--- src/rtl/irq_gate_pkg.sv ---
package irq_gate_pkg;

  // Which register a bus access selects
  typedef enum logic [1:0] {
    TGT_NONE = 2'd0,
    TGT_ENA  = 2'd1,
    TGT_TRG  = 2'd2
  } tgt_e;

  // Qualified write command produced by the bus decoder
  typedef struct packed {
    logic ena_we;
    logic trg_we;
    logic deny;
  } wr_cmd_t;

endpackage

--- src/rtl/irq_gate_regif.sv ---
module irq_gate_regif
  import irq_gate_pkg::*;
#(
  parameter int ADDR_W    = 12,
  parameter int DATA_W    = 32,
  parameter int NUM_LINES = 32,
  parameter int ID_W      = 9,
  parameter logic [ADDR_W-1:0] ENA_OFS = 'h100,
  parameter logic [ADDR_W-1:0] TRG_OFS = 'hF00
) (
  input  logic                 clk,
  input  logic                 rst,
  input  logic                 bus_wr,
  input  logic                 bus_rd,
  input  logic                 bus_priv,
  input  logic [ADDR_W-1:0]    bus_addr,
  input  logic [DATA_W-1:0]    bus_wdata,
  input  logic [NUM_LINES-1:0] ena_q,
  output logic [NUM_LINES-1:0] ena_set,
  output logic [NUM_LINES-1:0] trg_set,
  output logic [DATA_W-1:0]    bus_rdata,
  output logic                 bus_fault
);

  tgt_e            tgt;
  wr_cmd_t         cmd;
  logic [ID_W-1:0] trg_id;
  logic            unused_wdata;

  always_comb begin
    if (bus_addr == ENA_OFS)      tgt = TGT_ENA;
    else if (bus_addr == TRG_OFS) tgt = TGT_TRG;
    else                          tgt = TGT_NONE;
  end

  always_comb begin
    cmd.ena_we = bus_wr && bus_priv && (tgt == TGT_ENA);
    cmd.trg_we = bus_wr && bus_priv && (tgt == TGT_TRG);
    cmd.deny   = bus_wr && !bus_priv && (tgt != TGT_NONE);
  end

  assign trg_id       = bus_wdata[ID_W-1:0];
  assign ena_set      = cmd.ena_we ? bus_wdata[NUM_LINES-1:0] : '0;
  assign unused_wdata = ^bus_wdata;

  // One comparator per implemented line; IDs beyond the last line match none
  for (genvar i = 0; i < NUM_LINES; i++) begin : g_trg
    assign trg_set[i] = cmd.trg_we && (trg_id == ID_W'(i));
  end

  always_ff @(posedge clk) begin
    if (rst) begin
      bus_rdata <= '0;
      bus_fault <= 1'b0;
    end else begin
      bus_rdata <= (bus_rd && tgt == TGT_ENA) ? DATA_W'(ena_q) : '0;
      bus_fault <= cmd.deny;
    end
  end

  AST_FAULT_CAUSE: assert property (@(posedge clk) disable iff (rst)
    bus_fault |-> ($past(bus_wr) && !$past(bus_priv)));

endmodule

--- src/rtl/irq_gate_lines.sv ---
module irq_gate_lines #(
  parameter int NUM_LINES = 32,
  parameter int EXC_BASE  = 16,
  parameter int EXC_W     = 6
) (
  input  logic                 clk,
  input  logic                 rst,
  input  logic [NUM_LINES-1:0] ena_set,
  input  logic [NUM_LINES-1:0] pend_set,
  input  logic                 exc_ack,
  input  logic [EXC_W-1:0]     exc_ack_num,
  output logic [NUM_LINES-1:0] ena_q,
  output logic [NUM_LINES-1:0] pend_q
);

  for (genvar i = 0; i < NUM_LINES; i++) begin : g_line
    logic ena_r;
    logic pend_r;
    logic ack_hit;

    assign ack_hit = exc_ack && (exc_ack_num == EXC_W'(EXC_BASE + i));

    always_ff @(posedge clk) begin
      if (rst) begin
        ena_r  <= 1'b0;
        pend_r <= 1'b0;
      end else begin
        if (ena_set[i]) ena_r <= 1'b1;
        // a fresh request wins over an acknowledge in the same cycle
        if (pend_set[i])   pend_r <= 1'b1;
        else if (ack_hit)  pend_r <= 1'b0;
      end
    end

    assign ena_q[i]  = ena_r;
    assign pend_q[i] = pend_r;
  end

  AST_ENA_NEVER_FALLS: assert property (@(posedge clk) disable iff (rst)
    ((ena_q & $past(ena_q)) == $past(ena_q)));

  AST_PEND_HOLD: assert property (@(posedge clk) disable iff (rst)
    !exc_ack |=> ((pend_q & $past(pend_q)) == $past(pend_q)));

endmodule

--- src/rtl/irq_gate_pick.sv ---
module irq_gate_pick #(
  parameter int NUM_LINES = 32,
  parameter int EXC_BASE  = 16,
  parameter int EXC_W     = 6
) (
  input  logic                 clk,
  input  logic                 rst,
  input  logic [NUM_LINES-1:0] req_vec,
  output logic                 exc_valid,
  output logic [EXC_W-1:0]     exc_num
);

  logic             hit_d;
  logic [EXC_W-1:0] num_d;

  // Scan from the top down so the lowest requesting line is the last to assign
  always_comb begin
    hit_d = |req_vec;
    num_d = '0;
    for (int i = NUM_LINES - 1; i >= 0; i--) begin
      if (req_vec[i]) num_d = EXC_W'(EXC_BASE + i);
    end
  end

  always_ff @(posedge clk) begin
    if (rst) begin
      exc_valid <= 1'b0;
      exc_num   <= '0;
    end else begin
      exc_valid <= hit_d;
      exc_num   <= num_d;
    end
  end

  AST_NUM_RANGE: assert property (@(posedge clk) disable iff (rst)
    exc_valid |-> (exc_num >= EXC_W'(EXC_BASE) &&
                   exc_num <= EXC_W'(EXC_BASE + NUM_LINES - 1)));

endmodule

--- src/rtl/irq_gate_unit.sv ---
module irq_gate_unit #(
  parameter int ADDR_W    = 12,
  parameter int DATA_W    = 32,
  parameter int NUM_LINES = 32,
  parameter int ID_W      = 9,
  parameter int EXC_BASE  = 16,
  parameter logic [ADDR_W-1:0] ENA_OFS = 'h100,
  parameter logic [ADDR_W-1:0] TRG_OFS = 'hF00,
  localparam int EXC_W = $clog2(EXC_BASE + NUM_LINES)
) (
  input  logic                 clk,
  input  logic                 rst,
  input  logic                 bus_wr,
  input  logic                 bus_rd,
  input  logic                 bus_priv,
  input  logic [ADDR_W-1:0]    bus_addr,
  input  logic [DATA_W-1:0]    bus_wdata,
  output logic [DATA_W-1:0]    bus_rdata,
  output logic                 bus_fault,
  input  logic [NUM_LINES-1:0] hw_req,
  output logic                 exc_valid,
  output logic [EXC_W-1:0]     exc_num,
  input  logic                 exc_ack,
  input  logic [EXC_W-1:0]     exc_ack_num
);

  logic [NUM_LINES-1:0] ena_set;
  logic [NUM_LINES-1:0] trg_set;
  logic [NUM_LINES-1:0] pend_set;
  logic [NUM_LINES-1:0] ena_q;
  logic [NUM_LINES-1:0] pend_q;
  logic [NUM_LINES-1:0] req_vec;

  irq_gate_regif #(
    .ADDR_W(ADDR_W), .DATA_W(DATA_W), .NUM_LINES(NUM_LINES), .ID_W(ID_W),
    .ENA_OFS(ENA_OFS), .TRG_OFS(TRG_OFS)
  ) u_regif (
    .clk(clk), .rst(rst),
    .bus_wr(bus_wr), .bus_rd(bus_rd), .bus_priv(bus_priv),
    .bus_addr(bus_addr), .bus_wdata(bus_wdata),
    .ena_q(ena_q), .ena_set(ena_set), .trg_set(trg_set),
    .bus_rdata(bus_rdata), .bus_fault(bus_fault)
  );

  assign pend_set = hw_req | trg_set;

  irq_gate_lines #(
    .NUM_LINES(NUM_LINES), .EXC_BASE(EXC_BASE), .EXC_W(EXC_W)
  ) u_lines (
    .clk(clk), .rst(rst),
    .ena_set(ena_set), .pend_set(pend_set),
    .exc_ack(exc_ack), .exc_ack_num(exc_ack_num),
    .ena_q(ena_q), .pend_q(pend_q)
  );

  assign req_vec = ena_q & pend_q;

  irq_gate_pick #(
    .NUM_LINES(NUM_LINES), .EXC_BASE(EXC_BASE), .EXC_W(EXC_W)
  ) u_pick (
    .clk(clk), .rst(rst), .req_vec(req_vec),
    .exc_valid(exc_valid), .exc_num(exc_num)
  );

  AST_UNPRIV_KEEPS_ENA: assert property (@(posedge clk) disable iff (rst)
    (bus_wr && !bus_priv) |=> $stable(ena_q));

  AST_VALID_NEEDS_ENA: assert property (@(posedge clk) disable iff (rst)
    exc_valid |-> (|$past(ena_q)));

  AST_IDLE_WHEN_EMPTY: assert property (@(posedge clk) disable iff (rst)
    !(|$past(ena_q & pend_q)) |-> (!exc_valid && exc_num == '0));

endmodule

--- config.mk ---
export PLATFORM = sky130hd
export DESIGN_NAME = irq_gate_unit
export DESIGN_NICKNAME = d
export VERILOG_FILES = /design/src/rtl/irq_gate_pkg.sv /design/src/rtl/irq_gate_regif.sv /design/src/rtl/irq_gate_lines.sv /design/src/rtl/irq_gate_pick.sv /design/src/rtl/irq_gate_unit.sv
export SDC_FILE = /design/constraint.sdc
export NUM_CORES = 1
export LEC_CHECK = 0
export ABC_AREA = 1
export CAP_MARGIN = 20
export CORE_MARGIN = 3
export CORE_UTILIZATION = 47
export DETAILED_ROUTE_END_ITERATION = 10
export PLACE_DENSITY = 0.88
export REMOVE_ABC_BUFFERS = 1
export SLEW_MARGIN = 15
export SYNTH_ARGS = -nofsm -noshare
export SYNTH_HDL_FRONTEND = slang
export SYNTH_SLANG_ARGS = --single-unit
--- constraint.sdc ---
create_clock -name clk -period 2.2 [get_ports clk]
set_input_delay 0.44 -clock clk [delete_from_list [all_inputs] [get_ports clk]]
set_output_delay 0.44 -clock clk [all_outputs]
set_load 0.005 [all_outputs]
==> results summary, run 1 <==
The remaining antenna violation count after routing came out at 0. The worst-skew pair later-pin latency is 0.37 ns. Of the cells placed in the final design, the portion with a size suffix greater than 1 is 0.07703.

The wire length of the first global-routing pass is 19550 um. Port buffering added 127 buffers. The number of ports placed on the die boundary came out at 128. The number of antenna violations at the first check in global routing came out at 0. Of the total synthesized cell area, the portion taken by full adders, half adders and majority gates is 0. The number of detailed-route iterations in the first pass is 7. The number of placed cells counting well taps came out at 816.

The switching share of total power is 0.2527. The total congestion overflow came out at 0. The distinct cell type count of the synthesized netlist is 26.

The number of hold buffers added after CTS came out at 0. The count of inserted antenna diode cells is 0. The number of standard cells in the layout, taps in and fillers out came out at between 800 and 900. By area, the combinational part of the netlist is dominated by simple AND/OR/NAND/NOR gates. The clock transition at the registers of the reported paths came out at 0.11 ns.

The largest individual stage delay along the critical path comes from the cell dfxtp_2. The number of remaining DRC errors is 0. The internal power of the cells came out at 2544 uW. The die boundary height is 100.0 um.

The H-tree generated during clock tree synthesis spans 3 levels. The number of failing setup endpoints in the final timing report is 1. The routed wirelength normalized by instance count came out at around 15 um. The portion of the clock cycle consumed by the worst path in the final layout is 1.022. Entering global routing, the biggest net connects 68 pins.

The slack of the critical path is -0.04946 ns. The area of the core is 8382 sq um. The worst register-to-register path begins at u_lines.g_line[31].ena_r.

The gate count of the mapped netlist is 587. The most numerous cell type found on the critical path is nand2_1. After synthesis the netlist holds a flip-flop and latch count of around 100. The number of global-route vias before repair is around 4200. During synthesis, Yosys emitted a total of 0 warnings. For the pin with the worst max-slew slack, the measured transition is ~0.74 ns. The worst setup path is launched from a flip-flop.

The signed area change from the synthesized netlist to the final layout is 39.46%. The routed wire length is 12370 um. The flow ran to the end, but the final reports show violations. The element type at the critical path end is a flip-flop. The checks that failed: negative setup slack. The class of the tightest hold or removal check is in2reg. In the layout the commonest cells are 176 x nand2_1, 126 x clkdlybuf4s50_1, 101 x dfxtp_1, 88 x nor2_1, 87 x a21oi_1. Counting the buffers created by CTS gives 9. Measured on the finished design, the core utilization comes to 0.6911. The commonest non-fill, non-tap cell in the layout is nand2_1. The number of vias per cell after detailed routing is 5.087. The worst-case clock buffer depth is 2. The post-layout net count is 810. In this run the most critical hold path is launched from rst. The number of setup buffers added after CTS is 0.

Tracing the worst setup path back leads to its startpoint at u_lines.g_line[31].ena_r. Of the total synthesized cell area, the portion taken by AND, OR, NAND and NOR gates is 0.2943. The effective utilization at floorplan came out at 0.4956. The number of pins exceeding their max-slew limit in the final report is 0. The total routing usage reported by global routing came out at 0.2480. The net switching power came out at 860.5 uW. The accumulated negative setup slack is -0.04946 ns.

The power density of the placed cells is 587.7 nW/um^2. The full die area is 10000 sq um. The overall via count from detail_route came out at between 4000 and 5000. The leakage power summed over all cells came out at 0.002278 uW. The XOR/XNOR share of the synthesized area came out at 0.

The share of total power dissipated in the clock network is 0.336. The multiplexer area fraction after synthesis is 0. The worst-case setup slack after placement is -0.1592 ns. The sequential share of power came out at 0.574. The sequential cell area fraction in the yosys report came out at 0.5012.

The post-route worst hold slack came out at around 0.37 ns. The tree built by TritonCTS fans out to around 100 sinks. The setup path with the least slack is of type reg2reg. The half-perimeter wire length after placement came out at 9661 um. The final-report hold violation count came to 0. The maximum fanout along the worst path is 2. The mapped netlist covers 4154 sq um. STA puts the critical path data required time at about 2.5 ns. Based on the critical path, the design can be clocked at up to 0.4446 GHz. From left edge to right edge, the die measures roughly 100 um.

The number of core rows came out at 33. The combinational fraction of design power is 0.090. The minimum period implied by the final worst setup slack is 2.249 ns. The relative max-transition margin is 0.5068. The peak supply drop came out at between 0.0003 and 0.0004 V.

The congestion estimate from routability-driven global placement came to 0.9080. Across the run, the number of max-cap violations was 0. The data arrival time of the worst path is 2.56 ns. TritonCTS built the clock tree.

The post-synthesis compound-gate area fraction is 0.1316. The post-synthesis area per instance came out at 7.077 sq um. The layout filler cell count is 725. The highest cell delay on the worst timing path came out at 0.36 ns.

The setup clock skew after layout is 0.007068 ns. The clock root buffer master is clkbuf_8. The number of design-rule violations left by the first detailed-router iteration is 305.

Setup repair after global routing could not meet its margin everywhere.
worst max-delay path, delay by kind of cell (launching register included):
kind	cells	cell delay (ns)
compound gates	1	0.12
buf+inv	1	0.04
flops	1	0.36
simple gates	30	1.67
timing repair:
item,in CTS,in global routing
gates resized for setup,4,1
endpoints found under the setup margin,1,1
pin swaps,0,0
layout make-up:
class	instances	area (sq um)	share of cell area
multi-input cells	403	1774	0.3063
clock buffers	10	127.6	0.02203
well taps	105	131.4	0.02268
repair buffers	142	1379	0.2380
flip-flops and latches	104	2086	0.3600
clock inverters	6	62.56	0.01080
inverters	62	232.7	0.04017
sequential cells by signal (all words and copies together), names as in the netlist:
name                   flops
u_lines.g_line.ena_r      32
u_lines.g_line.pend_r     32
u_regif.bus_rdata         32
u_pick.exc_num             6
u_pick.exc_valid           1
u_regif.bus_fault          1
per-stage QoR:
step	cell area, sq um	power [uW]
finish	5793	3405
global route	5793	3544
CTS	5793	3432
detailed placement	5597	2301
global placement	5597	2298
floorplan	4084	2071
synth_stat cells, drive strengths merged:
library cell,number,area share
a211oi,1,0.0018
a21oi,88,0.11
a31oi,8,0.012
and2,1,0.0015
and3,1,0.0015
buf,5,0.0051
clkbuf,13,0.012
dfxtp,104,0.50
inv,62,0.056
nand2,189,0.18
nand3,7,0.0084
nand4,1,0.0015
nor2,89,0.080
nor3,3,0.0048
nor3b,1,0.0030
nor4,6,0.013
o21ai,6,0.0072
o21bai,1,0.0018
o31ai,1,0.0018
power by group through the flow:
stage                     Sequential [uW]  Clock, uW  Combinational, uW
final                                1950       1140                307
after global routing                 1960       1250                334
after CTS                            1950       1170                306
after detailed placement             2000          0                305
after global placement               1990          0                303
after floorplan                      1990          0               85.8
cell families after synthesis:
logic type / Yosys count
buffers and inverters: 80
AOI/OAI and AO/OA: 105
and+or+nand+nor: 298
DFF: 104
per-layer routing:
| metal | global-route usage | routed length (um) |
|---|---|---|
| met5 | 0 | 0 |
| met3 | 0.05559 | 874 |
| met2 | 0.4295 | 6077 |
| met4 | 0.05078 | 114 |
| met1 | 0.3191 | 5299 |
final timing paths:
kind,endpoint,slack (ns),cells past startpoint
setup / recovery,u_pick.exc_num[0],-0.05,32
hold / removal,u_regif.bus_fault,0.37,4
setup reg to reg,u_pick.exc_num[0],-0.05,32
hold reg to reg,u_regif.bus_rdata[1],0.46,2
Power figures use the tool's default switching activity.
==> run 2: changes to the inputs <==
- CORE_MARGIN: 3 -> default
- PLACE_DENSITY: 0.88 -> 0.8
- SLEW_MARGIN: 15 -> 20
==> run 2 against run 1 <==
Combinational power is 1% higher. Largest power group unchanged. Cell area is 0.32% higher. The flow now finishes without violations. Critical path depth is 1 lower.
==> results summary, run 2 (synthesis gave the netlist of run 1 again) <==
The half-perimeter wire length after placement came out at 9552 um (was 9661 um). The number of failing setup endpoints in the final timing report is 0 (was 1). The number of design-rule violations left by the first detailed-router iteration is 202 (was 305).

The critical path required time came to 2.45 ns (was 2.51 ns). The relative max-transition margin is 0.5045 (was 0.5068). The power density of the placed cells is 606.2 nW/um^2 (was 587.7 nW/um^2).

The remaining antenna violation count after routing was 0 (unchanged). The number of buffers inserted by port buffering came out at 127 (unchanged). The final-report hold violation count came out at 0 (unchanged). The number of ports placed on the die boundary is 128 (unchanged). The x dimension of the die came out at 96.01 um (was 100.0 um).

The element type at the critical path end is a flip-flop (unchanged). The full die area is 9218 sq um (was 10000 sq um). The signed area change from the synthesized netlist to the final layout was 39.91% (was 39.46%). The transition time at the pin with the least slew margin was 0.7432 ns (was 0.7398 ns).

The setup clock skew after layout came out at 0.01198 ns (was 0.007068 ns). The worst-case clock buffer depth came out at 2 (unchanged). Regs by FF count: u_lines.g_line.ena_r: 32 flops, u_lines.g_line.pend_r: 32 flops, u_regif.bus_rdata: 32 flops (unchanged). The cell with the largest stage delay on the worst path was dfxtp_1 (was dfxtp_2). The leakage power summed over all cells is 0.002288 uW (was 0.002278 uW). The number of pins exceeding their max-slew limit in the final report came out at 0 (unchanged). The cell type with the highest occurrence count on the critical path was nand2_1 (unchanged). The number of vias per cell after detailed routing is 5.034 (was 5.087). The number of hold buffers added after CTS came out at 0 (unchanged).

The combinational fraction of design power came out at 0.088 (was 0.090). The routed wire length came to 12170 um (was 12370 um). RSZ-0062 raised after global routing: yes (unchanged). The number of remaining DRC errors is 0 (unchanged).

The switching share of total power was 0.2237 (was 0.2527). The area of the core was 8382 sq um (unchanged). The total routing usage reported by global routing was 0.2764 (was 0.2480). The number of detailed-route iterations in the first pass came out at 5 (was 7). The total of max-cap violations is 0 (unchanged). The worst-skew pair later-pin latency is 0.35 ns (was 0.37 ns). The count of inserted antenna diode cells is 0 (unchanged).

The internal power of the cells is 2735 uW (was 2544 uW). The startpoint-to-endpoint class of the critical path is reg2reg (unchanged). The number of core rows came to 33 (unchanged). The post-layout net count is 810 (unchanged). The pin count of the biggest net entering global routing is 68 (unchanged). The clock tree from TritonCTS is done (unchanged).

The final standard cell utilization of the core came out at 0.6934 (was 0.6911). The net switching power is 788.1 uW (was 860.5 uW). Outcome: completed (was finished with violations). The commonest non-fill, non-tap cell in the layout was nand2_1 (unchanged). The total congestion overflow came out at 0 (unchanged). The data arrival time of the worst path is 2.43 ns (was 2.56 ns).

The die boundary height is 96.01 um (was 100.0 um). The routability-driven placement congestion ratio is 0.9096 (was 0.9080). The clock network fraction of total power came out at 0.357 (was 0.336). The effective utilization at floorplan came out at 0.4956 (unchanged). The routed wirelength normalized by instance count is 14.67 um (was 14.86 um). The clock sink total came out at 104 (unchanged). The minimum period implied by the final worst setup slack came out at 2.177 ns (was 2.249 ns). The portion of the clock cycle consumed by the worst path in the final layout came out at 0.9896 (was 1.022). The number of global-route vias before repair is 4017 (was 4182). The maximum clock frequency is 0.4593 GHz (was 0.4446 GHz). The sequential share of power is 0.555 (was 0.574). Leading cell types in the layout, fill and taps excluded: 175 x nand2_1, 126 x clkdlybuf4s50_1, 101 x dfxtp_1, 88 x nor2_1, 87 x a21oi_1 (was 176 x nand2_1, 126 x clkdlybuf4s50_1, 101 x dfxtp_1, 88 x nor2_1, 87 x a21oi_1). The CTS buffer count came out at 9 (unchanged). The final standard cell area without fillers was 5812 sq um (was 5793 sq um). The class of the tightest hold or removal check is in2reg (unchanged).

The startpoint type of the worst setup path is a flip-flop (unchanged). The fraction of final layout cells with drive strength greater than 1 is 0.07724 (was 0.07703). The maximum fanout along the worst path is 2 (unchanged). The clock transition at the registers of the reported paths came out at 0.10 ns (was 0.11 ns). The wire length of the first global-routing pass is 19070 um (was 19550 um). The number of antenna violations at the first check in global routing came out at 0 (unchanged).

The cell area reported after detailed placement was 5597 sq um (unchanged). The clock root buffer master is clkbuf_8 (unchanged). The peak supply drop is 0.0003297 V (was 0.0003988 V). The overall via count from detail_route is 4178 (was 4232). The H-tree depth came to 3 (unchanged).

The highest cell delay on the worst timing path is 0.38 ns (was 0.36 ns).
-- run 2: cell count changes in the layout (fill, tap and decap cells not counted), sizes merged --
cell	before	now
inv	65	63
clkbuf	10	9
clkinv	3	2
bufinv	0	2
-- run 2: worst max-delay path, delay by kind of cell (launching register included) --
family             cells  cell delay (ns)
AOI/OAI and AO/OA      1             0.05
DFF                    1             0.38
and+or+nand+nor       30             1.65
-- run 2: cell type report --
class,instances,area [sq um]
fill,743,2570
inverter,62,232.7
multi-input combinational,403,1777
tap,105,131.4
sequential,104,2086
clock inverter,5,82.58
timing repair buffer,142,1379
clock buffer,9,123.9
-- run 2: final timing paths --
check	slack, ns	startpoint	depth (start not counted)	endpoint
worst max-delay path	0.02	u_lines.g_line[30].pend_r	31	u_pick.exc_num[0]
worst min-delay path	0.44	rst	4	u_regif.bus_fault
worst max register to register	0.02	u_lines.g_line[30].pend_r	31	u_pick.exc_num[0]
worst min register to register	0.45	u_lines.g_line[7].ena_r	2	u_regif.bus_rdata[7]
-- run 2: repair_timing --
action / 4_1_cts / 5_1_grt
endpoints found under the setup margin: 0 / 1
resized for setup: 0 / 6
setup buffers: 0 / 0
-- run 2: per-layer routing --
layer  vias to the layer above  wire length (um)  global-route usage
met5                         -                 0                   0
met2                       149              6076              0.4870
met3                        14               657             0.04897
met4                         0               202             0.08085
li1                       2111                 -                   -
met1                      1904              5235              0.3426
-- run 2: per-stage QoR --
| stage | hold WS [ns] | power (uW) | setup WS, ns | instances | TNS, ns |
|---|---|---|---|---|---|
| after floorplan | 0.4304 | 2071 | -0.09367 | 569 | -2.997 |
| after global placement | 0.4426 | 2302 | -0.07667 | 816 | -1.845 |
| after detailed placement | 0.4459 | 2305 | -0.1270 | 816 | -2.790 |
| after CTS | 0.4165 | 3536 | 0.02227 | 830 | 0 |
| after global routing | 0.4314 | 3660 | -0.2038 | 830 | -0.2038 |
| final | 0.4386 | 3523 | 0.02278 | 830 | 0 |
-- run 2: power groups by stage --
stage               Sequential [uW]  Clock (uW)  Combinational, uW
floorplan                      1990           0               85.8
global placement               2000           0                305
detailed placement             2000           0                307
CTS                            1950        1270                309
global route                   1960        1370                335
finish                         1950        1260                311
==> run 3: changes to the inputs <==
- HOLD_SLACK_MARGIN: default -> 0.1
==> results of run 3 <==
Same layout as run 2: the final DEF is identical, and so are final timing and power.
